### src/rtl/fbdiv_search_pkg.sv
package fbdiv_search_pkg;

  // One-cycle commands from the sequencer to the datapath
  typedef struct packed {
    logic load;      // capture inputs, reset the best-so-far
    logic divRef;    // start reference / candidate division
    logic divTgt;    // start target / step-rate division
    logic evaluate;  // score the current candidate
    logic stepP;     // advance to the next candidate
    logic finish;    // publish the result
  } ctlStrobe_t;

endpackage

### src/rtl/fbdiv_search_div.sv
module fbdiv_search_div #(
  parameter int W = 32
) (
  input  logic         clk,
  input  logic         rstN,
  input  logic         start,
  input  logic [W-1:0] dividend,
  input  logic [W-1:0] divisor,
  output logic         busy,
  output logic         done,
  output logic [W-1:0] quotient,
  output logic [W-1:0] remainder
);
  localparam int CNT_W = $clog2(W + 1);

  logic [W-1:0]     quoR, remR, divsR;
  logic [CNT_W-1:0] cntR;
  logic             busyR, doneR;
  logic [W:0]       remShift, diff;
  logic             fits;

  // Restoring division step: one quotient bit per cycle
  always_comb begin
    remShift = {remR, quoR[W-1]};
    diff     = remShift - {1'b0, divsR};
    fits     = remShift >= {1'b0, divsR};
  end

  always_ff @(posedge clk or negedge rstN) begin
    if (!rstN) begin
      quoR  <= '0;
      remR  <= '0;
      divsR <= '0;
      cntR  <= '0;
      busyR <= 1'b0;
      doneR <= 1'b0;
    end else begin
      doneR <= 1'b0;
      if (start && !busyR) begin
        quoR  <= dividend;
        remR  <= '0;
        divsR <= divisor;
        cntR  <= CNT_W'(W);
        busyR <= 1'b1;
      end else if (busyR) begin
        remR <= fits ? diff[W-1:0] : remShift[W-1:0];
        quoR <= {quoR[W-2:0], fits};
        cntR <= cntR - 1'b1;
        if (cntR == CNT_W'(1)) begin
          busyR <= 1'b0;
          doneR <= 1'b1;
        end
      end
    end
  end

  assign busy      = busyR;
  assign done      = doneR;
  assign quotient  = quoR;
  assign remainder = remR;

  AST_DIV_STARTS: assert property (@(posedge clk) disable iff (!rstN)
    (start && !busyR) |=> busyR);
  AST_DIV_REM_BELOW: assert property (@(posedge clk) disable iff (!rstN)
    (doneR && divsR != '0) |-> remR < divsR);

endmodule

### src/rtl/fbdiv_search_ctrl.sv
module fbdiv_search_ctrl
  import fbdiv_search_pkg::*;
(
  input  logic       clk,
  input  logic       rstN,
  input  logic       start,
  input  logic       divDone,
  input  logic       refDivides,
  input  logic       fbExact,
  input  logic       lastCand,
  output ctlStrobe_t strb
);
  typedef enum logic [2:0] {
    S_IDLE, S_REF, S_REFW, S_TGT, S_TGTW, S_EVAL, S_NEXT, S_FIN
  } state_t;

  state_t stateR, stateNx;

  always_comb begin
    stateNx = stateR;
    strb    = '0;
    unique case (stateR)
      S_IDLE: if (start) begin strb.load = 1'b1; stateNx = S_REF; end
      S_REF:  begin strb.divRef = 1'b1; stateNx = S_REFW; end
      S_REFW: if (divDone) stateNx = refDivides ? S_TGT : S_NEXT;
      S_TGT:  begin strb.divTgt = 1'b1; stateNx = S_TGTW; end
      S_TGTW: if (divDone) stateNx = S_EVAL;
      S_EVAL: begin strb.evaluate = 1'b1; stateNx = fbExact ? S_FIN : S_NEXT; end
      S_NEXT: begin
        if (lastCand) stateNx = S_FIN;
        else begin strb.stepP = 1'b1; stateNx = S_REF; end
      end
      S_FIN:  begin strb.finish = 1'b1; stateNx = S_IDLE; end
      default: stateNx = S_IDLE;
    endcase
  end

  always_ff @(posedge clk or negedge rstN) begin
    if (!rstN) stateR <= S_IDLE;
    else       stateR <= stateNx;
  end

  AST_EXACT_STOPS: assert property (@(posedge clk) disable iff (!rstN)
    (stateR == S_EVAL && fbExact) |=> stateR == S_FIN);
  AST_LAST_ENDS: assert property (@(posedge clk) disable iff (!rstN)
    (stateR == S_NEXT && lastCand) |=> stateR == S_FIN);

endmodule

### src/rtl/fbdiv_search_path.sv
module fbdiv_search_path
  import fbdiv_search_pkg::*;
#(
  parameter int RATE_W   = 32,
  parameter int MAX_RATE = 1000000000,
  parameter int P_MAX    = 12,
  parameter int PRE_W    = 5,
  parameter int FB_W     = 9,
  parameter int FB_MIN   = 12,
  parameter int FB_MAX   = 511,
  parameter int FB_SKIP  = 15
) (
  input  logic              clk,
  input  logic              rstN,
  input  ctlStrobe_t        strb,
  input  logic [RATE_W-1:0] targetHz,
  input  logic [RATE_W-1:0] refHz,
  output logic              divDone,
  output logic              refDivides,
  output logic              fbExact,
  output logic              lastCand,
  output logic [PRE_W-1:0]  preDivO,
  output logic [FB_W-1:0]   fbO,
  output logic [RATE_W-1:0] rateO,
  output logic              doneO,
  output logic              noFitO
);
  localparam logic [RATE_W-1:0] CLAMP  = RATE_W'(MAX_RATE);
  localparam logic [PRE_W-1:0]  LAST_P = PRE_W'(P_MAX);
  localparam logic [RATE_W-1:0] FBLO   = RATE_W'(FB_MIN);
  localparam logic [RATE_W-1:0] FBHI   = RATE_W'(FB_MAX);
  localparam logic [RATE_W-1:0] FBX    = RATE_W'(FB_SKIP);
  localparam int PROD_W = RATE_W + FB_W;

  logic [RATE_W-1:0] tgtR, refR, stepQ;
  logic [PRE_W-1:0]  candR, bestP;
  logic [FB_W-1:0]   bestFb;
  logic [RATE_W-1:0] bestRate, bestErr;
  logic              found, refPhase;

  logic              divBusy;
  logic [RATE_W-1:0] divQuo, divRem, divA, divB;
  logic              fbOk;
  logic [FB_W-1:0]   candFb;
  logic [PROD_W-1:0] prodW;
  logic [RATE_W-1:0] candRate, candErr;

  // One shared divider serves both passes of a candidate
  assign divA = strb.divRef ? refR : tgtR;
  assign divB = strb.divRef ? {{(RATE_W-PRE_W){1'b0}}, candR} : stepQ;

  fbdiv_search_div #(.W(RATE_W)) u_div (
    .clk      (clk),
    .rstN     (rstN),
    .start    (strb.divRef | strb.divTgt),
    .dividend (divA),
    .divisor  (divB),
    .busy     (divBusy),
    .done     (divDone),
    .quotient (divQuo),
    .remainder(divRem)
  );

  // Exact division with a nonzero step rate; a zero reference never qualifies
  assign refDivides = (divRem == '0) && (divQuo != '0);

  // Candidate scoring: the feedback value is floor(target / (ref / p))
  always_comb begin
    fbOk     = (divQuo >= FBLO) && (divQuo <= FBHI) && (divQuo != FBX);
    candFb   = divQuo[FB_W-1:0];
    prodW    = {{RATE_W{1'b0}}, candFb} * {{FB_W{1'b0}}, stepQ};
    candRate = prodW[RATE_W-1:0];
    candErr  = tgtR - candRate;
  end
  assign fbExact  = fbOk && (candErr == '0);
  assign lastCand = (candR == LAST_P);

  always_ff @(posedge clk or negedge rstN) begin
    if (!rstN) begin
      tgtR <= '0; refR <= '0; stepQ <= '0; candR <= PRE_W'(1);
      bestP <= '0; bestFb <= '0; bestRate <= '0; bestErr <= '1;
      found <= 1'b0; refPhase <= 1'b0;
      preDivO <= '0; fbO <= '0; rateO <= '0; doneO <= 1'b0; noFitO <= 1'b0;
    end else begin
      if (strb.load) begin
        tgtR     <= (targetHz > CLAMP) ? CLAMP : targetHz;
        refR     <= refHz;
        candR    <= PRE_W'(1);
        bestP    <= '0;
        bestFb   <= '0;
        bestRate <= '0;
        bestErr  <= '1;
        found    <= 1'b0;
        doneO    <= 1'b0;
      end
      if (strb.divRef) refPhase <= 1'b1;
      if (strb.divTgt) refPhase <= 1'b0;
      if (divDone && refPhase) stepQ <= divQuo;
      if (strb.evaluate && fbOk && (candErr < bestErr)) begin
        bestP    <= candR;
        bestFb   <= candFb;
        bestRate <= candRate;
        bestErr  <= candErr;
        found    <= 1'b1;
      end
      if (strb.stepP) candR <= candR + 1'b1;
      if (strb.finish) begin
        doneO   <= 1'b1;
        noFitO  <= !found;
        preDivO <= found ? bestP : '0;
        fbO     <= found ? bestFb : '0;
        rateO   <= found ? bestRate : '0;
      end
    end
  end

  AST_TARGET_CLAMPED: assert property (@(posedge clk) disable iff (!rstN)
    strb.load |=> tgtR <= CLAMP);
  AST_CAND_RANGE: assert property (@(posedge clk) disable iff (!rstN)
    (candR >= PRE_W'(1)) && (candR <= LAST_P));
  AST_PRE_DIVIDES: assert property (@(posedge clk) disable iff (!rstN)
    (doneO && !noFitO) |-> (preDivO != '0) &&
      (refR % {{(RATE_W-PRE_W){1'b0}}, preDivO} == '0));
  AST_FB_LEGAL: assert property (@(posedge clk) disable iff (!rstN)
    (doneO && !noFitO) |-> (fbO >= FB_W'(FB_MIN)) &&
      (fbO != FB_W'(FB_SKIP)));
  AST_RATE_BOUND: assert property (@(posedge clk) disable iff (!rstN)
    (doneO && !noFitO) |-> rateO <= tgtR);
  AST_NOFIT_ZERO: assert property (@(posedge clk) disable iff (!rstN)
    (doneO && noFitO) |-> (preDivO == '0) && (fbO == '0) &&
      (rateO == '0));
  AST_BUSY_IGNORED: assert property (@(posedge clk) disable iff (!rstN)
    !strb.load |=> $stable(tgtR) && $stable(refR));
  AST_DONE_HOLDS: assert property (@(posedge clk) disable iff (!rstN)
    (doneO && !strb.load) |=> doneO && $stable(rateO) &&
      $stable(fbO));

endmodule

### src/rtl/fbdiv_search.sv
module fbdiv_search
  import fbdiv_search_pkg::*;
#(
  parameter int RATE_W   = 32,
  parameter int MAX_RATE = 1000000000,
  parameter int P_MAX    = 12,
  parameter int PRE_W    = 5,
  parameter int FB_W     = 9,
  parameter int FB_MIN   = 12,
  parameter int FB_MAX   = 511,
  parameter int FB_SKIP  = 15
) (
  input  logic              clk,
  input  logic              rstN,
  input  logic              start,
  input  logic [RATE_W-1:0] targetHz,
  input  logic [RATE_W-1:0] refHz,
  output logic [PRE_W-1:0]  preDiv,
  output logic              fbHi,
  output logic [FB_W-2:0]   fbLo,
  output logic [RATE_W-1:0] rateHz,
  output logic              done,
  output logic              noFit
);
  ctlStrobe_t      strb;
  logic            divDone, refDivides, fbExact, lastCand;
  logic [FB_W-1:0] fbFull;

  fbdiv_search_ctrl u_ctrl (
    .clk       (clk),
    .rstN      (rstN),
    .start     (start),
    .divDone   (divDone),
    .refDivides(refDivides),
    .fbExact   (fbExact),
    .lastCand  (lastCand),
    .strb      (strb)
  );

  fbdiv_search_path #(
    .RATE_W(RATE_W), .MAX_RATE(MAX_RATE), .P_MAX(P_MAX), .PRE_W(PRE_W),
    .FB_W(FB_W), .FB_MIN(FB_MIN), .FB_MAX(FB_MAX), .FB_SKIP(FB_SKIP)
  ) u_path (
    .clk       (clk),
    .rstN      (rstN),
    .strb      (strb),
    .targetHz  (targetHz),
    .refHz     (refHz),
    .divDone   (divDone),
    .refDivides(refDivides),
    .fbExact   (fbExact),
    .lastCand  (lastCand),
    .preDivO   (preDiv),
    .fbO       (fbFull),
    .rateO     (rateHz),
    .doneO     (done),
    .noFitO    (noFit)
  );

  // Feedback value split into its top bit and the byte below it
  assign fbHi = fbFull[FB_W-1];
  assign fbLo = fbFull[FB_W-2:0];

endmodule

### config.mk
export PLATFORM = sky130hd
export DESIGN_NAME = fbdiv_search
export DESIGN_NICKNAME = d
export VERILOG_FILES = /design/src/rtl/fbdiv_search_pkg.sv /design/src/rtl/fbdiv_search_div.sv /design/src/rtl/fbdiv_search_ctrl.sv /design/src/rtl/fbdiv_search_path.sv /design/src/rtl/fbdiv_search.sv
export SDC_FILE = /design/constraint.sdc
export NUM_CORES = 1
export LEC_CHECK = 0
export ABC_CLOCK_PERIOD_IN_PS = 11090
export BUFFER_PORTS_ARGS = -buffer_cell sky130_fd_sc_hd__buf_2
export CAP_MARGIN = 20
export CORE_MARGIN = 4
export CORE_UTILIZATION = 58
export CTS_CLUSTER_DIAMETER = 200
export DETAILED_ROUTE_END_ITERATION = 7
export PLACE_DENSITY_LB_ADDON = 0.08
export SETUP_SLACK_MARGIN = 0.4
export SLEW_MARGIN = 20
export SYNTH_ARGS = -nofsm -noshare
export SYNTH_HDL_FRONTEND = slang
export SYNTH_HIERARCHICAL = 1
export SYNTH_SLANG_ARGS = --single-unit
### constraint.sdc
create_clock -name clk -period 11.09 [get_ports clk]
set_input_delay 0.5545 -clock clk [delete_from_list [all_inputs] [get_ports clk]]
set_output_delay 0.5545 -clock clk [all_outputs]
set_load 0.005 [all_outputs]
==> impl_metrics.yaml <==
yosys:
  ys_seq_area_frac: 0.323
  ys_warn_count: 6
  synth_top_area_cell: "dfrtp_1"
  synth_ff_type: "dfrtp_1"
  ys_top_cells_by_area: "dfrtp_1 (29%), fa_1 (14%), ha_1 (6.2%)"
  synth_cells: 2844
  synth_edf_count: 0
  synth_nets: 3221
  syn-cell-area_um2: 26200
  netlist.area_leader.share: 0.290
  synthArstFlopShare: 1.00
  postSynthAreaPerCell_um2: 9.20
  ys_types: 101
  synth-seq-cells: 336
setup_path:
  rr_startpoint: "u_path/u_div/quotient[3]"
  slowest_stage: "dfrtp_1"
  required_ns: 11.54
  crit_type: "reg -> reg"
  cp_max_fo: 27
  critPathMaxStageDelay_ns: 0.74
  arrival_ns: 10.44
  endpoint_kind: "register"
  worstSetupStartpoint: "u_path/u_div/quotient[3]"
  critPathLaunchType: "register"
  crit_top_cell: "fa_1"
drt:
  met2WireLength_mm: 34.5
  post-route-drc-count: 0
  via_count: 20600
  ant_nets: 0
  wl_met1_mm: 31.5
  wire_per_inst_um: 20.9
  highest_layer: "met4"
  wl_met3_mm: 4.21
  via_per_inst: 5.89
  firstDrtPassIters: 6
  wl_mm: 73.1
  drt_iter0_markers: 1619
die:
  fp.dieW_um: 220
  num_io_pins: 115
  die_area_um2: 48600
  core_um2: 44400
  die_h_um: 220
  rows: 77
  start_util: 0.589
placed_design:
  portBuffers: 114
  finalWeightedCongestion: 0.951
  hpwl_mm: 54.8
finish:
  layout_common_cells: "inv_1 (356), dfrtp_1 (297), nand2_1 (293)"
  mostFrequentLayoutCell: "inv_1"
  antenna_cells: 0
  drive_gt1_frac: 0.140
  fillers: 3694
  fin_nets: 3246
  areaGrowthSynthToFinish_pct: 8.92
clock_tree:
  cts_made_buffers: 39
  cts.sinks: 336
  clk_latency_ns: 0.57
  clockBufferDepth: 3
  cts_root_buf: "clkbuf_16"
  cts_setup_buffers: 0
  clk_pin_slew_ns: 0.06
  tritoncts: "built"
  htree_levels: 2
global_route:
  grt_usage: 0.308
  antenna_found_initial: 1
  grt_max_degree: 95
  grt_pass1_vias: 21000
  grt_pass1_wl_mm: 117
  overflow: 0
sta:
  slew_viol_final: 0
  setup_viol: 0
  worst_slew_pin_slew_ns: 1.13
  rsz0062_at_grt: "no"
  timing.fmax_ghz: 0.100
  period_minus_slack_ns: 10.0
  skew_ns: 0.0166
  setup_tns_ns: 0
  hold_viol: 0
  relSlewSlack: 0.228
  fin_crit_sh: 0.902
run:
  maxCapViolCount: 0
hold_path:
  min_path_type: "in -> reg"
  min_from: "refHz[7]"
status:
  status: "finished, final reports clean"
-- worst paths after layout --
kind,cells past startpoint,slack (ns),end
worst min-delay path,2,0.22,u_path/refR[7]
worst max-delay path,36,1.09,u_path/bestFb[4]
min in group asynchronous,2,0.57,u_path/noFitO
worst max register to register,36,1.09,u_path/bestFb[4]
max in group asynchronous,4,8.25,u_path/u_div/busy
worst min register to register,1,0.49,u_path/u_div/cntR[5]
-- per-stage QoR --
stage / util / instance area (µm²) / instances / worst slack (ns) / hold slack [ns]
2_1_floorplan: - / 26200 / 2844 / 1.77 / 0.259
6_report: 0.641 / 28500 / 3492 / 1.09 / 0.220
5_1_grt: 0.641 / 28500 / 3492 / 0.426 / 0.202
4_1_cts: 0.641 / 28500 / 3492 / 0.939 / 0.192
3_3_place_gp: 0.610 / 27100 / 3419 / 1.17 / 0.457
3_5_place_dp: 0.610 / 27100 / 3419 / 0.995 / 0.469
-- logic make-up after synthesis --
kind of cell             synth area share
AND/OR/NAND/NOR                     0.158
AO/OA/AOI/OAI                       0.137
buffers and inverters              0.0764
flip-flops                          0.323
adder cells (fa/ha/maj)             0.206
multiplexers                       0.0620
XOR/XNOR                           0.0380
-- flip-flops by register name (all words and copies together) (netlist names), 3 cells and up --
signal / flops
u_path/fbO: 9
u_path/u_div/divsR: 32
u_path/bestErr: 32
u_path/bestRate: 32
u_path/u_div/remainder: 32
u_path/bestP: 5
u_ctrl/stateR: 3
u_path/refR: 32
u_path/u_div/cntR: 6
u_path/bestFb: 9
u_path/rateO: 32
u_path/preDivO: 5
u_path/tgtR: 32
u_path/u_div/quotient: 32
u_path/stepQ: 32
u_path/candR: 5
-- per-layer routing --
layer / track usage / vias up
met3: 0.0406 / 136
met1: 0.421 / 10300
li1: - / 9498
met5: 0 / -
met4: 0.114 / 0
met2: 0.507 / 640
-- critical path, delay by kind of cell, from the launching register on --
family / cells / cell delay, ns
xor gates and xnor gates: 2 / 0.38
adders and majority gates: 10 / 3.81
DFF: 1 / 0.74
and+or+nand+nor: 7 / 1.52
buffers and inverters: 3 / 0.37
AOI/OAI and AO/OA: 14 / 3.06
-- timing repair --
action | CTS | global route
hold endpoints to repair | 63 | 0
hold buffers | 1 | 0
resized for setup | 0 | 5
endpoints found under the setup margin | 0 | 64
-- cell type report --
class	count	area, µm²	area share
Inverter	359	1350	0.0473
Clock buffer	52	1120	0.0392
Multi-Input combinational cell	1987	15700	0.553
Sequential cell	336	8460	0.297
Clock inverter	20	245	0.00861
Timing Repair Buffer	146	836	0.0293
Tap cell	592	741	0.0260
-- synthesized netlist by cell type (5+ instances only) --
master    number
o211ai_1       5
o21ai_0      226
nand2_1      294
nand2b_1      13
nor2_1        83
dfstp_2       33
o31ai_1        6
ha_1         129
maj3_2         7
a22o_1        14
maj3_1         6
o21bai_1       7
a21oi_1      147
nand4_1       25
clkbuf_1     129
nor3_1        39
o21ai_1        6
xnor2_1       58
a21o_1        47
and2_1       135
nand3_1      102
o21a_1        19
and3_1        22
dfrtp_1      303
mux2_2       103
a31oi_1       24
xor2_1        44
a21boi_0       7
nor2b_1       44
a21oi_2        5
a211oi_1       8
inv_1        357
mux2i_1       45
buf_1         22
nor3b_1        8
o22a_1         7
nor4_1        21
a311oi_1       5
fa_1         181
Power is not shown: default switching activity piles up to over one toggle a cycle in this logic, so the estimate is an artifact.
